--- src/rtl/virq_ack_pkg.sv ---
package virq_ack_pkg;
  localparam logic [1:0] LR_INVALID = 2'b00;
  localparam logic [1:0] LR_PENDING = 2'b01;
  localparam logic [1:0] LR_ACTIVE  = 2'b10;
  localparam int SPURIOUS_ID = 1023;

  typedef struct packed {
    logic respLoad;
    logic ackFire;
  } ackStrobe_t;
endpackage

--- src/rtl/virq_ack_datapath.sv ---
module virq_ack_datapath
  import virq_ack_pkg::*;
#(
  parameter int NUM_LR    = 4,
  parameter int ID_W      = 10,
  parameter int SRC_W     = 3,
  parameter int PRIO_W    = 8,
  parameter int APR_W     = 32,
  parameter int DATA_W    = 32,
  parameter int SGI_LIMIT = 16,
  localparam int IDX_W    = (NUM_LR > 1) ? $clog2(NUM_LR) : 1,
  localparam int APR_IDX_W = $clog2(APR_W),
  localparam int PRIO_SHIFT = PRIO_W - APR_IDX_W
) (
  input  logic                clk,
  input  logic                rst_n,
  input  ackStrobe_t          strobe,
  input  logic [PRIO_W-1:0]   prioMask,
  input  logic                lrWrEn,
  input  logic [IDX_W-1:0]    lrWrIdx,
  input  logic [ID_W-1:0]     lrWrId,
  input  logic [SRC_W-1:0]    lrWrSrc,
  input  logic [PRIO_W-1:0]   lrWrPrio,
  input  logic                lrWrGroup,
  input  logic [1:0]          lrWrState,
  input  logic                aprWrEn,
  input  logic [APR_W-1:0]    aprWrData,
  output logic                winFound,
  output logic                winGroup1,
  output logic                winQualifies,
  output logic [DATA_W-1:0]   respData,
  output logic [2*NUM_LR-1:0] lrStateOut,
  output logic [APR_W-1:0]    aprOut
);
  logic [ID_W-1:0]   entId    [NUM_LR];
  logic [SRC_W-1:0]  entSrc   [NUM_LR];
  logic [PRIO_W-1:0] entPrio  [NUM_LR];
  logic              entGroup [NUM_LR];
  logic [1:0]        entState [NUM_LR];
  logic [APR_W-1:0]  aprReg;

  logic [IDX_W-1:0]     winIdx;
  logic [PRIO_W-1:0]    winPrio;
  logic                 runValid;
  logic [APR_IDX_W-1:0] runIdx;
  logic [DATA_W-1:0]    fmtData;

  // Highest-priority pending entry; strict compare keeps the lowest index on ties.
  always_comb begin
    winFound = 1'b0;
    winIdx   = '0;
    winPrio  = '1;
    for (int i = 0; i < NUM_LR; i++) begin
      if (entState[i] == LR_PENDING && (!winFound || entPrio[i] < winPrio)) begin
        winFound = 1'b1;
        winIdx   = IDX_W'(i);
        winPrio  = entPrio[i];
      end
    end
  end

  // Running priority: lowest set bit of the active-priority register.
  always_comb begin
    runValid = 1'b0;
    runIdx   = '0;
    for (int i = APR_W - 1; i >= 0; i--) begin
      if (aprReg[i]) begin
        runValid = 1'b1;
        runIdx   = APR_IDX_W'(i);
      end
    end
  end

  assign winGroup1    = entGroup[winIdx];
  assign winQualifies = (winPrio < prioMask) &&
                        (!runValid || winPrio[PRIO_W-1:PRIO_SHIFT] < runIdx);

  always_comb begin
    fmtData = '0;
    fmtData[ID_W-1:0] = entId[winIdx];
    if (entId[winIdx] < ID_W'(SGI_LIMIT))
      fmtData[ID_W+SRC_W-1:ID_W] = entSrc[winIdx];
  end

  always_ff @(posedge clk or negedge rst_n) begin
    if (!rst_n) begin
      for (int i = 0; i < NUM_LR; i++) begin
        entId[i]    <= '0;
        entSrc[i]   <= '0;
        entPrio[i]  <= '0;
        entGroup[i] <= 1'b0;
        entState[i] <= LR_INVALID;
      end
    end else begin
      for (int i = 0; i < NUM_LR; i++) begin
        if (lrWrEn && lrWrIdx == IDX_W'(i)) begin
          entId[i]    <= lrWrId;
          entSrc[i]   <= lrWrSrc;
          entPrio[i]  <= lrWrPrio;
          entGroup[i] <= lrWrGroup;
          entState[i] <= lrWrState;
        end else if (strobe.ackFire && winIdx == IDX_W'(i)) begin
          entState[i] <= LR_ACTIVE;
        end
      end
    end
  end

  always_ff @(posedge clk or negedge rst_n) begin
    if (!rst_n) begin
      aprReg <= '0;
    end else if (aprWrEn) begin
      aprReg <= aprWrData;
    end else if (strobe.ackFire) begin
      aprReg[winPrio[PRIO_W-1:PRIO_SHIFT]] <= 1'b1;
    end
  end

  always_ff @(posedge clk or negedge rst_n) begin
    if (!rst_n) begin
      respData <= '0;
    end else if (strobe.respLoad) begin
      respData <= strobe.ackFire ? fmtData : DATA_W'(SPURIOUS_ID);
    end
  end

  for (genvar g = 0; g < NUM_LR; g++) begin : gStateOut
    assign lrStateOut[2*g+1:2*g] = entState[g];
  end

  assign aprOut = aprReg;
endmodule

--- src/rtl/virq_ack_ctrl.sv ---
module virq_ack_ctrl
  import virq_ack_pkg::*;
#(
  parameter int ADDR_W = 12,
  parameter logic [ADDR_W-1:0] ACK_OFFSET = 12'h020
) (
  input  logic              clk,
  input  logic              rst_n,
  input  logic              reqValid,
  input  logic              reqWrite,
  input  logic [ADDR_W-1:0] reqAddr,
  input  logic              ctlEnable,
  input  logic              winFound,
  input  logic              winGroup1,
  input  logic              winQualifies,
  output ackStrobe_t        strobe,
  output logic              respValid
);
  logic readHit;

  assign readHit         = reqValid && !reqWrite && (reqAddr == ACK_OFFSET);
  assign strobe.respLoad = readHit;
  assign strobe.ackFire  = readHit && ctlEnable && winFound && winGroup1 && winQualifies;

  always_ff @(posedge clk or negedge rst_n) begin
    if (!rst_n) respValid <= 1'b0;
    else        respValid <= readHit;
  end
endmodule

--- src/rtl/virq_ack_unit.sv ---
module virq_ack_unit
  import virq_ack_pkg::*;
#(
  parameter int NUM_LR  = 4,
  parameter int ID_W    = 10,
  parameter int SRC_W   = 3,
  parameter int PRIO_W  = 8,
  parameter int APR_W   = 32,
  parameter int DATA_W  = 32,
  parameter int ADDR_W  = 12,
  parameter logic [ADDR_W-1:0] ACK_OFFSET = 12'h020,
  localparam int IDX_W  = (NUM_LR > 1) ? $clog2(NUM_LR) : 1
) (
  input  logic                clk,
  input  logic                rst_n,
  input  logic                reqValid,
  input  logic                reqWrite,
  input  logic [ADDR_W-1:0]   reqAddr,
  output logic                respValid,
  output logic [DATA_W-1:0]   respData,
  input  logic                ctlEnable,
  input  logic [PRIO_W-1:0]   prioMask,
  input  logic                lrWrEn,
  input  logic [IDX_W-1:0]    lrWrIdx,
  input  logic [ID_W-1:0]     lrWrId,
  input  logic [SRC_W-1:0]    lrWrSrc,
  input  logic [PRIO_W-1:0]   lrWrPrio,
  input  logic                lrWrGroup,
  input  logic [1:0]          lrWrState,
  output logic [2*NUM_LR-1:0] lrStateOut,
  input  logic                aprWrEn,
  input  logic [APR_W-1:0]    aprWrData,
  output logic [APR_W-1:0]    aprOut
);
  ackStrobe_t strobe;
  logic winFound, winGroup1, winQualifies;

  virq_ack_ctrl #(.ADDR_W(ADDR_W), .ACK_OFFSET(ACK_OFFSET)) ctrl_i (
    .clk(clk), .rst_n(rst_n), .reqValid(reqValid), .reqWrite(reqWrite),
    .reqAddr(reqAddr), .ctlEnable(ctlEnable), .winFound(winFound),
    .winGroup1(winGroup1), .winQualifies(winQualifies),
    .strobe(strobe), .respValid(respValid)
  );

  virq_ack_datapath #(
    .NUM_LR(NUM_LR), .ID_W(ID_W), .SRC_W(SRC_W), .PRIO_W(PRIO_W),
    .APR_W(APR_W), .DATA_W(DATA_W)
  ) dp_i (
    .clk(clk), .rst_n(rst_n), .strobe(strobe), .prioMask(prioMask),
    .lrWrEn(lrWrEn), .lrWrIdx(lrWrIdx), .lrWrId(lrWrId), .lrWrSrc(lrWrSrc),
    .lrWrPrio(lrWrPrio), .lrWrGroup(lrWrGroup), .lrWrState(lrWrState),
    .aprWrEn(aprWrEn), .aprWrData(aprWrData),
    .winFound(winFound), .winGroup1(winGroup1), .winQualifies(winQualifies),
    .respData(respData), .lrStateOut(lrStateOut), .aprOut(aprOut)
  );
endmodule

--- config.mk ---
export PLATFORM = sky130hd
export DESIGN_NAME = virq_ack_unit
export DESIGN_NICKNAME = d
export VERILOG_FILES = /design/src/rtl/virq_ack_pkg.sv /design/src/rtl/virq_ack_datapath.sv /design/src/rtl/virq_ack_ctrl.sv /design/src/rtl/virq_ack_unit.sv
export SDC_FILE = /design/constraint.sdc
export NUM_CORES = 1
export LEC_CHECK = 0
export BUFFER_PORTS_ARGS = -buffer_cell sky130_fd_sc_hd__buf_2
export CORE_ASPECT_RATIO = 0.75
export CORE_UTILIZATION = 50
export DETAILED_ROUTE_END_ITERATION = 12
export PLACE_DENSITY = 0.83
export SYNTH_ARGS = -nofsm -noshare
export SYNTH_HDL_FRONTEND = slang
export SYNTH_SLANG_ARGS = --single-unit
--- constraint.sdc ---
create_clock -name clk -period 26.2 [get_ports clk]
set_clock_uncertainty 0.1 [all_clocks]
set_input_delay 5.24 -clock clk [delete_from_list [all_inputs] [get_ports clk]]
set_output_delay 5.24 -clock clk [all_outputs]
set_load 0.02 [all_outputs]
Word level (Yosys, flattened, before mapping)
Cells that the tools add are included.
{"block": "totals", "inputBits": 85, "reg_bits": 161, "rom_bits": 0, "out_inout_bits": 73, "ramBits": 0, "latch_bits": 0, "elab_cells": 178, "mem_count": 0}
{"block": "op_classes", "n_eq_ne": 11, "div_mod_pow": 0, "order_cmp": 9, "shift": 0, "n_reduce_logical": 35, "add_sub_neg": 0, "mux": 98, "n_bitwise": 2, "mul": 0}
{"operator": "5-bit two-way mux", "n": 32}
{"operator": "32-bit two-way mux", "n": 2}
{"operator": "1-bit two-way mux", "n": 40}
{"operator": "8-bit less-than comparator", "n": 4}
{"operator": "8-bit two-way mux", "n": 4}
{"operator": "32-bit bitwise OR", "n": 1}
{"operator": "10-bit binary-select mux with 2-bit select", "n": 1}
{"operator": "10-bit two-way mux", "n": 2}
{"operator": "2-bit two-way mux", "n": 10}
{"operator": "1-bit logical AND", "n": 19}
{"operator": "13-bit two-way mux", "n": 1}
{"operator": "12-bit by 6-bit equality test with 1-bit output (second input constant)", "n": 1}
{"operator": "2-bit by 1-bit equality test with 1-bit output (second input constant)", "n": 6}
{"operator": "10-bit by 5-bit less-than comparator with 1-bit output (second input constant)", "n": 1}
{"operator": "2-bit nonzero test", "n": 5}
{"operator": "3-bit two-way mux", "n": 3}
{"operator": "2-bit equality test (second input constant)", "n": 4}
{"operator": "3-bit binary-select mux with 2-bit select", "n": 1}
{"operator": "5-bit by 6-bit less-than comparator with 1-bit output (second input constant)", "n": 1}
{"operator": "1-bit demux with 5-bit select", "n": 1}
{"operator": "5-bit by 1-bit >= comparator with 1-bit output (second input constant)", "n": 1}
{"operator": "1-bit zero test", "n": 5}
{"operator": "5-bit less-than comparator", "n": 1}
{"operator": "2-bit zero test", "n": 2}
{"operator": "4 further kinds", "n": 7}

Longest topological paths before layout
{"block": "logic_depth", "depth_word": 39, "ltp_mapped": 45, "depth_no_buf": 35}

By module
From an unflattened synthesis, not the netlist that was laid out.
{"block": "unflattened", "cells_unflattened": 732, "hier_area_um2": 7802.5}
{"module": "virq_ack_datapath", "seq_area_each_um2": 3528.4, "cells_per_inst": 723, "area_each_um2": 7718.7, "instances": 1}
{"module": "virq_ack_ctrl", "seq_area_each_um2": 25.0, "cells_per_inst": 9, "area_each_um2": 83.8, "instances": 1}

Worst setup path before layout
OpenSTA, ideal clock, no wires.
{"block": "synth_path", "path_kind": "register to register", "from": "register dp_i.entState (netlist bit dp_i.lrStateOut[1])", "to": "register dp_i.aprReg[12] (netlist: dp_i.aprOut[12])", "n_path_buf": 10, "setup_time_ns": 0.096, "required_ns": 26.004, "setup_slack_ns": 17.544, "stages_incl_launch_ff": 42, "period_less_slack_ns": 8.656, "arrival_time_ns": 8.461, "cell_sequence": "dfrtp_1 nand2b_1 clkbuf_1 nor2_1 ha_1 o211ai_1 a21oi_1 o21ai_2 a21boi_0 clkbuf_1 clkbuf_1 o21ai_0 ha_1 nand3_1 a21oi_1 o21ai_0 a31o_2 clkbuf_1 [6 not listed] a21o_1 and2_1 a21o_1 or2_2 buf_6 clkbuf_1 buf_2 buf_1 nand2_1 o21ai_0 ha_1 a2111oi_0 nand2_1 o21ai_0 a211oi_1 or4_1 buf_4 o31ai_1"}
{"block": "synth_between", "elab_chain_len": 21, "elab_cells_between_ends": 44, "cone_classes": "7 x order compare; 1 x eq/ne; 18 x mux; 2 x bitwise; 16 x reduce/logical"}
{"element": "from (decl)", "line": "virq_ack_datapath.sv:39", "source": "logic [1:0] entState [NUM_LR];"}
{"element": "from (signal, indexed assignment)", "line": "virq_ack_datapath.sv:101", "source": "entState[i] <= lrWrState;"}
{"element": "2-bit by 1-bit equality test with 1-bit output (*)", "line": "virq_ack_datapath.sv:54", "source": "if (entState[i] == LR_PENDING && (!winFound || entPrio[i] < winPrio)) begin"}
{"element": "8-bit two-way mux or 1-bit two-way mux (tied branches)", "line": "virq_ack_datapath.sv:54"}
{"element": "8-bit less-than comparator or 1-bit zero test (tied branches)", "line": "virq_ack_datapath.sv:54"}
{"element": "1-bit logical OR", "line": "virq_ack_datapath.sv:54"}
{"element": "1-bit logical AND", "line": "virq_ack_datapath.sv:54"}
{"element": "8-bit two-way mux or 1-bit two-way mux (tied branches)", "line": "virq_ack_datapath.sv:54"}
{"element": "8-bit less-than comparator or 1-bit zero test (tied branches)", "line": "virq_ack_datapath.sv:54"}
{"element": "1-bit logical OR", "line": "virq_ack_datapath.sv:54"}
{"element": "[5 not listed]"}
{"element": "8-bit two-way mux or 2-bit two-way mux (tied branches)", "line": "virq_ack_datapath.sv:54"}
{"element": "5-bit by 6-bit less-than comparator with 1-bit output (implied by the code) (tied with other cells)", "line": "virq_ack_datapath.sv:115", "source": "aprReg[winPrio[PRIO_W-1:PRIO_SHIFT]] <= 1'b1;"}
{"element": "1-bit logical AND (implied by the code) or 1-bit binary-select mux with 2-bit select (tied branches)", "line": "virq_ack_datapath.sv:115, virq_ack_datapath.sv:74"}
{"element": "1-bit two-way mux (on tied branches)", "line": "virq_ack_datapath.sv:115, virq_ack_datapath.sv:74"}
{"element": "1-bit demux with 5-bit select or 1-bit two-way mux (tied branches)"}
{"element": "32-bit bitwise OR (no source line) or 1-bit logical AND (tied branches)"}
{"element": "32-bit two-way mux or 1-bit logical AND (tied branches)", "line": "virq_ack_datapath.sv:114, virq_ack_ctrl.sv:23"}
{"element": "32-bit two-way mux or 2-bit nonzero test (tied branches)"}
{"element": "to (signal assigned)", "line": "virq_ack_datapath.sv:113", "source": "aprReg <= aprWrData;"}
{"element": "to (decl)", "line": "virq_ack_datapath.sv:40", "source": "logic [APR_W-1:0] aprReg;"}
Mark *: on every way between the ends. The rest lies on a longest branch, timed or not. The select of a mux whose other input is x is not followed.
A chain may end at the register's enable or synchronous reset.

Final worst setup path
{"block": "layout_path", "from": "register dp_i.entState (netlist bit dp_i.lrStateOut[1])", "to": "register dp_i.respData[5]"}
{"block": "layout_between", "elab_chain_len": 21, "elab_cells_between_ends": 39, "cone_classes": "5 x order compare; 1 x eq/ne; 18 x mux; 1 x bitwise; 14 x reduce/logical"}
{"element": "2-bit by 1-bit equality test with 1-bit output (*)", "line": "virq_ack_datapath.sv:54"}
{"element": "parallel branches: the longest is 19 deep, another holds 8-bit less-than comparator"}
{"element": "13-bit two-way mux (*)", "line": "virq_ack_datapath.sv:123", "source": "respData <= strobe.ackFire ? fmtData : DATA_W'(SPURIOUS_ID);"}
{"element": "to (signal assigned)", "line": "virq_ack_datapath.sv:123"}
{"element": "to (decl)", "line": "virq_ack_datapath.sv:31", "source": "output logic [DATA_W-1:0] respData,"}
Every way passes the cells marked *. The select of a mux whose other input is x is not followed.

==> summary.txt <==
Run status
  – Outcome: finished, final reports clean

Yosys
  – Post-Synth Simple-Gate Area: 0.107
  – Synth Cell Area: 8050 um^2
  – Yosys reg bits: 142
  – Post-synth EDFFs: 0
  – Synth warn: 0
  – Compound-Gate Fraction of Synth Area: 0.159
  – Seq/Total Area, Yosys: 0.441
  – Ys async rst share: 1.00
  – Xor/xnor share of the synthesized area: 0
  – Synth Area in Adders: 0.0466
  – Yosys top cell by area: dfrtp_1
  – Post-synth top flop: dfrtp_1
  – Largest family of logic cells by synthesized area: multiplexers
  – Synth cell count leaders: dfrtp_1 (142), mux2_2 (96), mux2i_1 (50)
  – Yosys cell types: 60
  – Cells after Synth: 756
  – Count leader, synth: dfrtp_1
  – Synth top area share: 0.441
  – Top post-synthesis cells by area: dfrtp_1 (44%), mux2_2 (13%), mux2i_1 (6.2%)
  – Post-synthesis mux area share: 0.196
  – Syn Area/Cell: 10.7 um^2

STA
  – Fin Setup TNS: 0 ps
  – Actual slew at the worst max-slew pin: 1090 ps
  – Period utilization: 0.390
  – Final min period: 10220 ps
  – RSZ-0062 raised after global routing: no
  – Hold Fails Final Rpt: 0
  – Worst rel slew slack: 0.272
  – Max Slew Vio Count: 0
  – Fmax: 97.8 MHz
  – # setup viols final: 0
  – Final hold slack: 403 ps

Detailed routing
  – Drt wl/cell: 19.6 um
  – Vias: 6694
  – DRC Markers: 0
  – DRT antenna net count: 0
  – 1st-iter DRT viols: 651
  – Metal-1 WL: 10000 um
  – Post-Route WL: 21600 um
  – Vias per cell: 6.06
  – DR pass1 iterations: 5
  – Top Layer Used: met4
  – Met2 routed WL: 9310 um
  – Met3 wire len: 1890 um

Place
  – Post-DP Area: 8840 um^2
  – Routability Congestion: 0.908
  – PortBufs: 138
  – Hpwl dp: 15500 um
  – # placed instances: 1072

Die
  – Die W: 149 um
  – Core ar.: 15500 um^2
  – FP Rows: 39
  – Die H: 112 um
  – Die ar.: 16600 um^2
  – Initial core utilization: 0.521
  – IO Count: 158

Critical path
  – Startpoint Class: flip-flop
  – CP arrival: 10370 ps
  – WP buf/inv: 4
  – Top delay family on crit path: compound AO/OA/AOI/OAI gates
  – Critical Path Fanout Max: 40
  – Slowest-stage cell, CP: o211ai_1
  – CP most frequent cell: ha_1
  – Critical Path End Type: flip-flop
  – Slowest stage delay, CP: 880 ps
  – WS Path Type: reg2reg
  – Required time worst endpoint: 26350 ps

Clocking
  – Setup bufs post-CTS: 0
  – CTS sink cnt: 142
  – Clk slew on worst S/H paths: 60 ps
  – Post-CTS sizing: 0
  – CTS hold repair buffers: 0
  – CTS max path bufs: 2
  – CTS Root Cell: clkbuf_16
  – CTS tree: done
  – H-Tree Depth: 4
  – CTS buffer count: 17
  – Clock Latency Late Sink: 430 ps

Flow run
  – Max-Cap Viols: 0

Power
  – Pwr Density: 92.2 nW/um^2
  – VDD IR-drop max: 0.0599 mV
  – Overall Power: 0.875 mW
  – Static Leakage: 4.39 nW

Global routing
  – Vias in the first global route: 6425
  – Global route overflow: 0
  – Largest net degree at the start of global routing: 74
  – Initial antenna violation count: 0
  – Tot GR Track Use: 0.272
  – First-pass GRT wire length: 34800 um

Final layout
  – Share of layout cells above drive strength 1: 0.323
  – Final Non-Filler Cells: 1104
  – Fin nets: 1001
  – Fin area: 9490 um^2
  – N_diodes: 0
  – Syn-to-layout area delta: 17.8%

Hold path
  – Hold Path Class: reg2reg
==> per-layer routing <==
metal / GRT usage / up-vias
li1: - / 3038
met1: 0.405 / 3267
met2: 0.387 / 348
met3: 0.0680 / 41
met4: 0.0784 / 0
met5: 0 / -
==> worst reg2reg max path: cells and delay by family, from the launching register on <==
kind / cells / cell delay [ps]
and+or+nand+nor: 6 / 1910
DFF: 1 / 360
buffers and inverters: 4 / 700
adders and majority gates: 4 / 1200
muxes: 2 / 980
AOI/OAI and AO/OA: 17 / 4800
==> final cells by class <==
type | instances | area (um^2)
Inverter | 29 | 109
Tap cell | 205 | 256
Sequential cell | 142 | 3550
Multi-Input combinational cell | 551 | 4170
Clock inverter | 12 | 180
Clock buffer | 20 | 467
Fill cell | 1237 | 5980
Timing Repair Buffer | 145 | 749
==> cell usage in the layout, fill, tap and decap left out, types with 11 or more instances in the layout <==
master / synthesis / final
mux2_2: 96 / 96
nand2_1: 46 / 46
o21ai_0: 36 / 36
o31ai_1: 31 / 31
nor3_1: 13 / 13
clkbuf_16: 0 / 17
dfrtp_1: 142 / 142
nor4_1: 11 / 11
mux2i_1: 50 / 50
conb_1: 1 / 19
nand3_1: 18 / 18
inv_1: 29 / 29
nor2_1: 45 / 45
ha_1: 30 / 30
buf_2: 3 / 137
a21oi_1: 31 / 31
==> logic make-up after synthesis <==
| kind of cell | count (synthesis) |
|---|---|
| adders and majority gates | 30 |
| other | 1 |
| AOI/OAI and AO/OA | 179 |
| muxes | 146 |
| DFF | 142 |
| buffers and inverters | 81 |
| and+or+nand+nor | 177 |
==> worst paths after layout <==
| path | from | endpoint | slack, ps | cells past startpoint |
|---|---|---|---|---|
| setup / recovery | dp_i.lrStateOut[1]$_DFFE_PN0P_ | dp_i.respData[5]$_DFFE_PN0P_ | 15980 | 33 |
| hold / removal | dp_i.entId[25]$_DFFE_PN0P_ | dp_i.entId[25]$_DFFE_PN0P_ | 400 | 1 |
| setup reg to reg | dp_i.lrStateOut[1]$_DFFE_PN0P_ | dp_i.respData[5]$_DFFE_PN0P_ | 15980 | 33 |
| hold reg to reg | dp_i.entId[25]$_DFFE_PN0P_ | dp_i.entId[25]$_DFFE_PN0P_ | 400 | 1 |
| max in group asynchronous | rst_n | dp_i.entPrio[19]$_DFFE_PN0P_ | 19950 | 2 |
| min in group asynchronous | rst_n | dp_i.respData[6]$_DFFE_PN0P_ | 4710 | 1 |
==> power by group <==
part           internal (mW)  switching (mW)
clock network          0.168          0.0968
logic                  0.117           0.212
registers              0.253          0.0294
total                  0.537           0.338
==> state kept, by name, indices dropped and copies added (netlist names) <==
signal / flops
dp_i.entGroup: 4
dp_i.entPrio: 32
dp_i.aprOut: 32
dp_i.respData: 13
dp_i.entSrc: 12
dp_i.lrStateOut: 8
ctrl_i.respValid: 1
dp_i.entId: 40
==> per-stage QoR <==
stage	setup WS (ps)	util
3_3_place_gp	16680	0.572
4_1_cts	16180	0.613
3_5_place_dp	16300	0.572
6_report	15980	0.613
2_1_floorplan	17540	-
5_1_grt	15240	0.613
Note: power is estimated with default switching activity, not from simulation.
